`config.mk`:
```
export PLATFORM = sky130hd
export DESIGN_NAME = zsd_trip_gate
export DESIGN_NICKNAME = d
export VERILOG_FILES = /design/src/rtl/zsd_pkg.sv /design/src/rtl/zsd_failsafe_sel.sv /design/src/rtl/zsd_inhibit.sv /design/src/rtl/zsd_delay_timer.sv /design/src/rtl/zsd_trip_gate.sv
export SDC_FILE = /design/constraint.sdc
export NUM_CORES = 1
export LEC_CHECK = 0
export BUFFER_PORTS_ARGS = -buffer_cell sky130_fd_sc_hd__buf_2
export CAP_MARGIN = 25
export CORE_UTILIZATION = 40
export DETAILED_ROUTE_END_ITERATION = 10
export PLACE_DENSITY_LB_ADDON = 0.2
export SETUP_SLACK_MARGIN = 0.2
export SYNTH_ARGS = -nofsm -noshare
export SYNTH_HDL_FRONTEND = slang
export SYNTH_SLANG_ARGS = --single-unit
```
`constraint.sdc`:
```
create_clock -name clk_i -period 2.2 [get_ports clk_i]
set_clock_uncertainty 0.15 [all_clocks]
set_input_delay 0 -clock clk_i [delete_from_list [all_inputs] [get_ports clk_i]]
set_output_delay 0 -clock clk_i [all_outputs]
set_load 0.05 [all_outputs]
```
`src/rtl/zsd_pkg.sv`:
```
package zsd_pkg;
  typedef enum logic [1:0] {
    FS_OFF  = 2'b00,
    FS_OC   = 2'b01,
    FS_CHG  = 2'b10,
    FS_BOTH = 2'b11
  } fs_sel_e;

  localparam int unsigned N_TERM = 2;
  localparam int unsigned N_BLK  = 2;
  localparam int unsigned N_COMM = 3;
endpackage

```
`src/rtl/zsd_failsafe_sel.sv`:
```
module zsd_failsafe_sel
  import zsd_pkg::*;
(
  input  logic       clk_i,
  input  logic       rst_ni,
  input  logic [1:0] ph_sel_i,
  input  logic       ph_oc_i,
  input  logic       ph_chg_i,
  input  logic       zs_en_i,
  input  logic       zs_chg_i,
  output logic       ph_permit_o,
  output logic       zs_permit_o
);
  always_comb begin
    unique case (fs_sel_e'(ph_sel_i))
      FS_OC:   ph_permit_o = ph_oc_i;
      FS_CHG:  ph_permit_o = ph_chg_i;
      FS_BOTH: ph_permit_o = ph_oc_i | ph_chg_i;
      default: ph_permit_o = 1'b1;
    endcase
  end

  assign zs_permit_o = zs_en_i ? zs_chg_i : 1'b1;


  ph_off_permit_chk: assert property (@(posedge clk_i) disable iff (!rst_ni)
    (ph_sel_i == 2'b00) |-> ph_permit_o);

  ph_none_active_chk: assert property (@(posedge clk_i) disable iff (!rst_ni)
    (ph_sel_i != 2'b00 && !ph_oc_i && !ph_chg_i) |-> !ph_permit_o);

  zs_off_permit_chk: assert property (@(posedge clk_i) disable iff (!rst_ni)
    !zs_en_i |-> zs_permit_o);
endmodule

```
`src/rtl/zsd_inhibit.sv`:
```
module zsd_inhibit
  import zsd_pkg::*;
#(
  parameter int unsigned      CUR_W = 16,
  parameter logic [CUR_W-1:0] LIMIT = 16'h0200
) (
  input  logic              clk_i,
  input  logic              rst_ni,
  input  logic              en_i,
  input  logic              pick_i,
  input  logic              permit_i,
  input  logic [N_BLK-1:0]  block_i,
  input  logic [N_COMM-1:0] comm_i,
  input  logic              mode_i,
  input  logic [CUR_W-1:0]  cur_i [N_TERM],
  output logic              qual_o
);
  logic [N_TERM-1:0] big;

  for (genvar g = 0; g < N_TERM; g++) begin : g_term
    assign big[g] = (cur_i[g] >= LIMIT);
  end

  logic inhibit;
  assign inhibit = (|block_i) | (|comm_i) | mode_i | (|big);
  assign qual_o  = en_i & pick_i & permit_i & ~inhibit;


  blk_qual_chk: assert property (@(posedge clk_i) disable iff (!rst_ni)
    (|block_i) |-> !qual_o);

  comm_qual_chk: assert property (@(posedge clk_i) disable iff (!rst_ni)
    (|comm_i) |-> !qual_o);

  mode_qual_chk: assert property (@(posedge clk_i) disable iff (!rst_ni)
    mode_i |-> !qual_o);
endmodule

```
`src/rtl/zsd_delay_timer.sv`:
```
module zsd_delay_timer #(
  parameter int unsigned MAX_MS = 10000,
  localparam int unsigned CW    = $clog2(MAX_MS + 1)
) (
  input  logic          clk_i,
  input  logic          rst_ni,
  input  logic          tick_i,
  input  logic          run_i,
  input  logic [CW-1:0] delay_i,
  output logic          done_o
);
  logic [CW-1:0] cnt_q;

  always_ff @(posedge clk_i or negedge rst_ni) begin
    if (!rst_ni)                      cnt_q <= '0;
    else if (!run_i)                  cnt_q <= '0;
    else if (tick_i && cnt_q < delay_i) cnt_q <= cnt_q + 1'b1;
  end

  assign done_o = (cnt_q >= delay_i);

  // count moves up only on a tick
  cnt_tick_chk: assert property (@(posedge clk_i) disable iff (!rst_ni)
    (cnt_q != '0 && cnt_q != $past(cnt_q)) |-> $past(tick_i));

  cnt_clear_chk: assert property (@(posedge clk_i) disable iff (!rst_ni)
    (!run_i && $stable(delay_i) && delay_i != '0) |=> !done_o);
endmodule

```
`src/rtl/zsd_trip_gate.sv`:
```
module zsd_trip_gate
  import zsd_pkg::*;
#(
  parameter int unsigned MAX_DELAY_MS = 10000,
  parameter int unsigned CUR_W        = 16,
  parameter int unsigned PU_ONE       = 256,
  parameter int unsigned INHIBIT_PU   = 2,
  localparam int unsigned DLY_W       = $clog2(MAX_DELAY_MS + 1)
) (
  input  logic             clk_i,
  input  logic             rst_ni,
  input  logic             ms_tick_i,
  input  logic             en_i,
  input  logic             ar_en_i,
  input  logic [DLY_W-1:0] delay_ms_i,
  input  logic [1:0]       fs_ph_sel_i,
  input  logic             fs_zs_en_i,
  input  logic             ph_oc_i,
  input  logic             ph_chg_i,
  input  logic             zs_chg_i,
  input  logic             diff_pickup_i,
  input  logic             inst_trip_i,
  input  logic             block_a_i,
  input  logic             block_b_i,
  input  logic [2:0]       comm_fault_i,
  input  logic             mode_block_i,
  input  logic [CUR_W-1:0] i0_local_i,
  input  logic [CUR_W-1:0] i0_remote_i,
  output logic             trip_o,
  output logic             ar_start_o,
  output logic             ph_permit_o
);
  localparam logic [CUR_W-1:0] LIMIT = CUR_W'(PU_ONE * INHIBIT_PU);

  logic             zs_permit, qual, done;
  logic [CUR_W-1:0] cur [N_TERM];

  assign cur[0] = i0_local_i;
  assign cur[1] = i0_remote_i;

  zsd_failsafe_sel i_fs (
    .clk_i       (clk_i),
    .rst_ni      (rst_ni),
    .ph_sel_i    (fs_ph_sel_i),
    .ph_oc_i     (ph_oc_i),
    .ph_chg_i    (ph_chg_i),
    .zs_en_i     (fs_zs_en_i),
    .zs_chg_i    (zs_chg_i),
    .ph_permit_o (ph_permit_o),
    .zs_permit_o (zs_permit)
  );

  zsd_inhibit #(.CUR_W(CUR_W), .LIMIT(LIMIT)) i_inh (
    .clk_i    (clk_i),
    .rst_ni   (rst_ni),
    .en_i     (en_i),
    .pick_i   (diff_pickup_i),
    .permit_i (zs_permit),
    .block_i  ({block_b_i, block_a_i}),
    .comm_i   (comm_fault_i),
    .mode_i   (mode_block_i),
    .cur_i    (cur),
    .qual_o   (qual)
  );

  zsd_delay_timer #(.MAX_MS(MAX_DELAY_MS)) i_tmr (
    .clk_i   (clk_i),
    .rst_ni  (rst_ni),
    .tick_i  (ms_tick_i),
    .run_i   (qual),
    .delay_i (delay_ms_i),
    .done_o  (done)
  );

  assign trip_o     = qual & (inst_trip_i | done);
  assign ar_start_o = trip_o & ar_en_i;


  trip_blocked_chk: assert property (@(posedge clk_i) disable iff (!rst_ni)
    (block_a_i | block_b_i) |-> !trip_o);

  big_cur_chk: assert property (@(posedge clk_i) disable iff (!rst_ni)
    (i0_local_i >= LIMIT || i0_remote_i >= LIMIT) |-> !trip_o);

  ar_start_chk: assert property (@(posedge clk_i) disable iff (!rst_ni)
    ar_start_o |-> (trip_o && ar_en_i));

  delayed_trip_chk: assert property (@(posedge clk_i) disable iff (!rst_ni)
    (trip_o && !inst_trip_i && delay_ms_i != '0 && $stable(delay_ms_i)) |-> $past(qual));

  zs_permit_chk: assert property (@(posedge clk_i) disable iff (!rst_ni)
    (fs_zs_en_i && !zs_chg_i) |-> !trip_o);
endmodule

```
==> results of run 1 <==
[final timing paths]
check,startpoint,to,slack [ns]
max,i_tmr.cnt_q[13],ar_start_o,-0.05
min,comm_fault_i[2],i_tmr.cnt_q[13],0.01
max reg2reg,i_tmr.cnt_q[13],i_tmr.cnt_q[6],-0.05
min reg2reg,i_tmr.cnt_q[0],i_tmr.cnt_q[0],0.42
max in group asynchronous,rst_ni,i_tmr.cnt_q[8],0.83
min in group asynchronous,rst_ni,i_tmr.cnt_q[3],0.65
[where the power goes]
part	total, mW	switching, mW	internal (mW)
sequential	0.257	0.00000000202	0.257
combinational	0.132	0.0640	0.0679
clock	0.194	0.0929	0.101
[worst max-delay path: stages (launching register included)]
cell                      delay, ns
sky130_fd_sc_hd__dfrtp_1       0.43
sky130_fd_sc_hd__ha_4          0.30
sky130_fd_sc_hd__nand2_4       0.06
sky130_fd_sc_hd__nor4_4        0.25
sky130_fd_sc_hd__buf_4         0.18
sky130_fd_sc_hd__o31ai_4       0.09
sky130_fd_sc_hd__a31oi_4       0.20
sky130_fd_sc_hd__and2_4        0.17
sky130_fd_sc_hd__buf_8         0.13
[cell type report]
type | count | area, µm²
fill | 262 | 950.9
timing repair buffer | 79 | 504.2
clock buffer | 4 | 36.28
sequential | 14 | 350.3
multi-input combinational | 119 | 1067
tap | 44 | 55.05
inverter | 17 | 63.81
[layout by cell type, fill, tap and decap left out, drive strengths merged, types with 2 or more instances in the layout]
| cell type | instances |
|---|---|
| nand2 | 12 |
| dlygate4sd3 | 5 |
| nand3 | 10 |
| nor4 | 6 |
| o21ai | 5 |
| clkbuf | 4 |
| or4 | 9 |
| ha | 15 |
| o31ai | 10 |
| mux2i | 2 |
| nand4 | 3 |
| or3 | 3 |
| buf | 74 |
| dfrtp | 14 |
| nor2 | 6 |
| a21oi | 19 |
| nand2b | 2 |
| inv | 17 |
| and3 | 4 |
[cells by family (layout without fill, tap and decap cells)]
kind of cell | after synthesis | in the layout | share of synthesized area (%)
adders and majority gates | 15 | 15 | 14.75
and+or+nand+nor | 60 | 60 | 26.74
DFF | 14 | 14 | 27.53
AOI/OAI and AO/OA | 42 | 42 | 21.34
muxes | 2 | 2 | 1.573
buffers and inverters | 22 | 100 | 8.062
[repair_timing]
item,in CTS,in global routing
pin swaps,6,8
setup buffers,3,1
gates resized for setup,10,17
gates cloned,0,1
endpoints found under the setup margin,16,16
hold buffers,5,0
hold endpoints to repair,17,0
[per-stage QoR]
stage	hold slack (ns)	power [mW]
after floorplan	-0.4456	0.3146
after global placement	-0.2343	0.3662
after detailed placement	-0.2319	0.3717
after CTS	0.004380	0.5727
after global routing	0.03515	0.6093
final	0.01151	0.5828
[routing by layer]
layer	share of wire, %	wire (µm)
met2	52	2000
met1	43	1648
met3	4.3	167
met5	0	0
met4	1.2	46
==> impl_metrics.py, run 1 <==
metrics = {
    "setup_path": {
        "critPathLaunchType": "register",
        "timing.critical_path.to_type": "output pin",
        "required_ns": 2.05,
        "critical_path.max_fanout": 3,
        "critical_path_arrival_ns": 2.10,
        "r2r_cells": 7,
        "timing.setup.critical_path_class": "register to output pin",
    },
    "synth": {
        "postSynth.asyncResetShare_pct": 100.0,
        "seq_area_frac_synth_pct": 27.53,
        "mappedNetlistArea_um2": 1272,
        "dominantRegCellSynth": "sky130_fd_sc_hd__dfrtp_1",
        "ys_top_cells_by_count": "17 x sky130_fd_sc_hd__a21oi_1, 17 x sky130_fd_sc_hd__inv_1, 15 x sky130_fd_sc_hd__ha_1",
        "synthesis.instances": 155,
        "synth-edff-count": 0,
        "synth-warning-count": 0,
        "synthDistinctLibCells": 36,
        "synth.largest_area_cell": "sky130_fd_sc_hd__dfrtp_1",
        "avgSynthCellArea_um2": 8.209,
        "synth.ff_latch_count": 14,
        "syn_nets": 235,
        "synth_top_cells_by_area": "sky130_fd_sc_hd__dfrtp_1 28%, sky130_fd_sc_hd__ha_1 15%, sky130_fd_sc_hd__a21oi_1 6.7%",
        "synth_largest_type_area_fraction_pct": 27.53,
    },
    "cts": {
        "cts.sinks": 14,
        "ctsRootBufferMaster": "sky130_fd_sc_hd__clkbuf_4",
        "h-tree-depth": 1,
        "cts_buffers": 3,
        "tritoncts": "yes",
        "cts.reportedPaths.clkPinSlew_ns": 0.09,
        "cts_buffer_depth": 2,
        "clkLatencyLatePin_ns": 0.29,
    },
    "pwr": {
        "power.density_cell_area_nw_per_um2": 280.6,
        "total_leakage_power_nw": 0.9322,
        "vdd_drop_max_v": 0.0001421,
    },
    "placed_design": {
        "port_buffer_count": 49,
        "placement.cell_area_um2": 1810,
        "final_hpwl_from_detailed_placement_um": 2767,
        "finalWeightedCongestion": 0.8542,
        "numPlacedInstances": 263,
        "post-place-ws_ns": -0.02216,
    },
    "route": {
        "drcViolationCount": 0,
        "routed_wl_um": 3863,
        "detailed_route_vias_per_instance": 5.437,
        "routed_wire_length_per_instance_um": 13.95,
        "drt.antenna.violating_nets": 0,
        "starting_drc_count_in_detailed_routing": 55,
        "router_iterations_before_antenna_repair": 4,
        "num_vias": 1506,
    },
    "run_status": {
        "run_status": "finished, violations left",
        "violations": "setup timing",
    },
    "final_layout": {
        "largest_registers": "i_tmr.cnt_q x14",
        "design.final.nets": 314,
        "drive_gt1_share_pct": 46.78,
        "stdcell_area_um2": 2077,
        "areaGrowthSynthToFinish_pct": 63.23,
        "max_flop_register": "i_tmr.cnt_q",
        "post-route-util_pct": 68.60,
        "number_of_flip_flops_under_the_largest_register_name": 14,
        "final_antenna_diode_count": 0,
        "finalNonFillerCells": 277,
    },
    "grt": {
        "grt_use_met2_pct": 39.74,
        "via_count_of_the_first_global_routing_pass": 1342,
        "global_route.overflow_total": 0,
        "gr-usage-all-layers_pct": 22.22,
        "wire_length_of_the_first_global_routing_pass_um": 5878,
        "met3_usage_pct": 3.077,
        "global_route.peak_usage_layer": "met2",
        "grt_antenna_before_repair": 0,
        "grt_start_max_net_pins": 25,
        "use_met1_pct": 27.67,
    },
    "timing": {
        "timing.final.hold_violations": 0,
        "grt_setup_unrepaired": "true",
        "max_freq_mhz": 444.0,
        "fin_crit_sh_pct": 102.4,
        "finalCriticalPeriod_ns": 2.252,
        "setup_violations": 8,
        "finalWorstSetupSlack_ns": -0.05221,
        "max-slew-margin-rel_pct": 55.80,
        "maxSlewViolCount": 0,
        "final.setup.tns_ns": -0.2257,
        "tightest_slew_ns": 0.6608,
    },
    "floorplan": {
        "rows": 20,
        "core_um2": 3028,
        "floorplan.die_area_um2": 3411,
        "die_height_um": 58.40,
        "floorplan.initialDensity_pct": 42.02,
        "dieWidth_um": 58.40,
        "io_pins": 68,
    },
    "flow_run": {
        "maxCapViolCount": 0,
    },
    "worst_hold_path": {
        "min-delay-path-class": "input port to register",
        "timing.hold.worst_path_depth": 5,
    },
}
Note: power is estimated with default switching activity, not from simulation.
==> run 2: changes to the inputs <==
GPL_TIMING_DRIVEN = 0   (was not set)
==> impl_metrics.py, run 2 (synthesis gave the netlist of run 1 again) <==
metrics = {
    "grt": {
        "global_route.overflow_total": 0,
        "gr-usage-all-layers_pct": 25.33,
        "wire_length_of_the_first_global_routing_pass_um": 6499,
        "grt_antenna_before_repair": 0,
        "via_count_of_the_first_global_routing_pass": 1474,
        "grt_start_max_net_pins": 15,
    },
    "pwr": {
        "vdd_drop_max_v": 0.0001296,
        "p_switching_mw": 0.1642,
        "power.density_cell_area_nw_per_um2": 242.9,
        "p_clk_share_pct": 29.5,
        "pwr-share-seq_pct": 46.5,
        "internal_power_mw": 0.3883,
        "power.combinational.fraction_pct": 24.0,
        "finalPower_mw": 0.5525,
        "power.share.switching_pct": 29.73,
        "total_leakage_power_nw": 0.9823,
    },
    "route": {
        "starting_drc_count_in_detailed_routing": 81,
        "drcViolationCount": 0,
        "routed_wire_length_per_instance_um": 15.67,
        "router_iterations_before_antenna_repair": 4,
        "routed_wl_um": 4496,
        "drt.antenna.violating_nets": 0,
        "num_vias": 1608,
        "detailed_route_vias_per_instance": 5.603,
    },
    "timing": {
        "grt_setup_unrepaired": "true",
        "fin_crit_sh_pct": 102.2,
        "timing.final.hold_violations": 0,
        "tightest_slew_ns": 0.6825,
        "maxSlewViolCount": 0,
        "setup_violations": 6,
        "final.setup.tns_ns": -0.1549,
        "finalWorstSetupSlack_ns": -0.04918,
        "max_freq_mhz": 444.6,
        "max-slew-margin-rel_pct": 54.35,
        "finalCriticalPeriod_ns": 2.249,
    },
    "final_layout": {
        "final_antenna_diode_count": 0,
        "drive_gt1_share_pct": 56.79,
        "finalNonFillerCells": 287,
        "largest_registers": "i_tmr.cnt_q x14",
        "design.final.nets": 325,
        "number_of_flip_flops_under_the_largest_register_name": 14,
        "layout_commonest_cell": "sky130_fd_sc_hd__buf_2",
        "max_flop_register": "i_tmr.cnt_q",
        "most-common-layout-cells": "47 x sky130_fd_sc_hd__buf_2, 27 x sky130_fd_sc_hd__buf_4, 17 x sky130_fd_sc_hd__inv_1",
        "areaGrowthSynthToFinish_pct": 78.76,
    },
    "cts": {
        "cts.sinks": 14,
        "ctsRootBufferMaster": "sky130_fd_sc_hd__clkbuf_4",
        "cts_buffer_depth": 2,
        "clkLatencyLatePin_ns": 0.30,
        "h-tree-depth": 1,
        "cts_buffers": 3,
        "tritoncts": "yes",
        "cts.reportedPaths.clkPinSlew_ns": 0.09,
    },
    "floorplan": {
        "io_pins": 68,
        "die_height_um": 58.40,
        "core_um2": 3028,
        "floorplan.initialDensity_pct": 42.02,
        "floorplan.die_area_um2": 3411,
        "rows": 20,
        "dieWidth_um": 58.40,
    },
    "setup_path": {
        "critical_path.max_fanout": 8,
        "crit_path_end": "i_tmr.cnt_q[5]",
        "critPathLaunchType": "register",
        "timing.setup.critical_path_class": "register to register",
        "required_ns": 2.28,
        "critical_path.reg2reg.endpoint": "i_tmr.cnt_q[5]",
        "critical_path_arrival_ns": 2.33,
        "r2r_cells": 7,
        "regToRegSetupSlack_ns": -0.05,
        "reg2reg_from": "i_tmr.cnt_q[9]",
        "cp-startpoint": "i_tmr.cnt_q[9]",
        "timing.critical_path.to_type": "register",
    },
    "flow_run": {
        "maxCapViolCount": 0,
    },
    "run_status": {
        "run_status": "finished, violations left",
        "violations": "setup timing",
    },
    "placed_design": {
        "final_hpwl_from_detailed_placement_um": 2650,
        "port_buffer_count": 49,
        "finalWeightedCongestion": 0.8255,
        "numPlacedInstances": 248,
        "post-place-ws_ns": -0.1227,
    },
    "worst_hold_path": {
        "min-delay-path-class": "input port to register",
    },
}
[run 2: changes by cell type in the layout (fill, tap and decap cells not counted), sizes merged]
cell         delta
buf             +9
dlygate4sd3     +1
[run 2: worst max-delay path, cell delays in order (launching register included)]
cell	delay (ns)
sky130_fd_sc_hd__dfrtp_2	0.44
sky130_fd_sc_hd__ha_4	0.23
sky130_fd_sc_hd__a21oi_2	0.14
sky130_fd_sc_hd__o21ai_2	0.09
sky130_fd_sc_hd__a211o_1	0.32
sky130_fd_sc_hd__buf_6	0.16
sky130_fd_sc_hd__or4_4	0.51
sky130_fd_sc_hd__a21oi_2	0.14
[run 2: per-layer routing]
layer,wire (µm),share of wire (%),up-vias,GRT usage [%]
li1,-,-,762,-
met4,107,2.4,0,15.31
met2,2363,53,55,43.68
met1,1829,41,782,30.95
met3,195,4.3,9,1.758
met5,0,0,-,0
[run 2: layout make-up]
class / count / area (µm²)
plain buffers: 5 / 61.31
clock buffers: 3 / 22.52
fillers: 212 / 753.2
inverters: 17 / 63.81
multi-input cells: 119 / 1140
flip-flops and latches: 14 / 357.8
well taps: 44 / 55.05
repair buffers: 85 / 574.3
[run 2: worst min-delay path by stage]
| stage | slack (ns) | end | start | depth (start not counted) |
|---|---|---|---|---|
| 2_1_floorplan | -0.45 | i_tmr.cnt_q[0] | rst_ni | 0 |
| 3_3_place_gp | -0.24 | i_tmr.cnt_q[5] | rst_ni | 1 |
| 3_5_place_dp | -0.23 | i_tmr.cnt_q[3] | rst_ni | 1 |
| 4_1_cts | 0.009 | i_tmr.cnt_q[11] | i0_remote_i[12] | 5 |
| 5_1_grt | 0.05 | i_tmr.cnt_q[11] | mode_block_i | 5 |
| 6_report | 0.01 | i_tmr.cnt_q[11] | i0_remote_i[12] | 5 |
[run 2: metrics by stage]
stage	instance area [µm²]	hold WS (ns)	util [%]
CTS	2140	0.008959	70.66
detailed placement	1702	-0.2340	56.20
global placement	1702	-0.2395	56.20
global route	2275	0.04604	75.12
finish	2275	0.01164	75.12
floorplan	1401	-0.4456	-
[run 2: what timing repair did]
item                                   CTS  global route
gates resized for setup                 34            20
hold buffers                             6             0
pin swaps                                8             9
cloned                                   1             0
setup endpoints to repair               16            16
endpoints found under the hold margin   18             0
buffers inserted                        23             6
[run 2: power groups by stage]
stage / registers, mW / logic [mW] / clock network (mW)
floorplan: 0.262 / 0.0523 / 0
global placement: 0.262 / 0.102 / 0
detailed placement: 0.262 / 0.107 / 0
CTS: 0.257 / 0.126 / 0.159
global route: 0.257 / 0.144 / 0.173
finish: 0.257 / 0.133 / 0.163
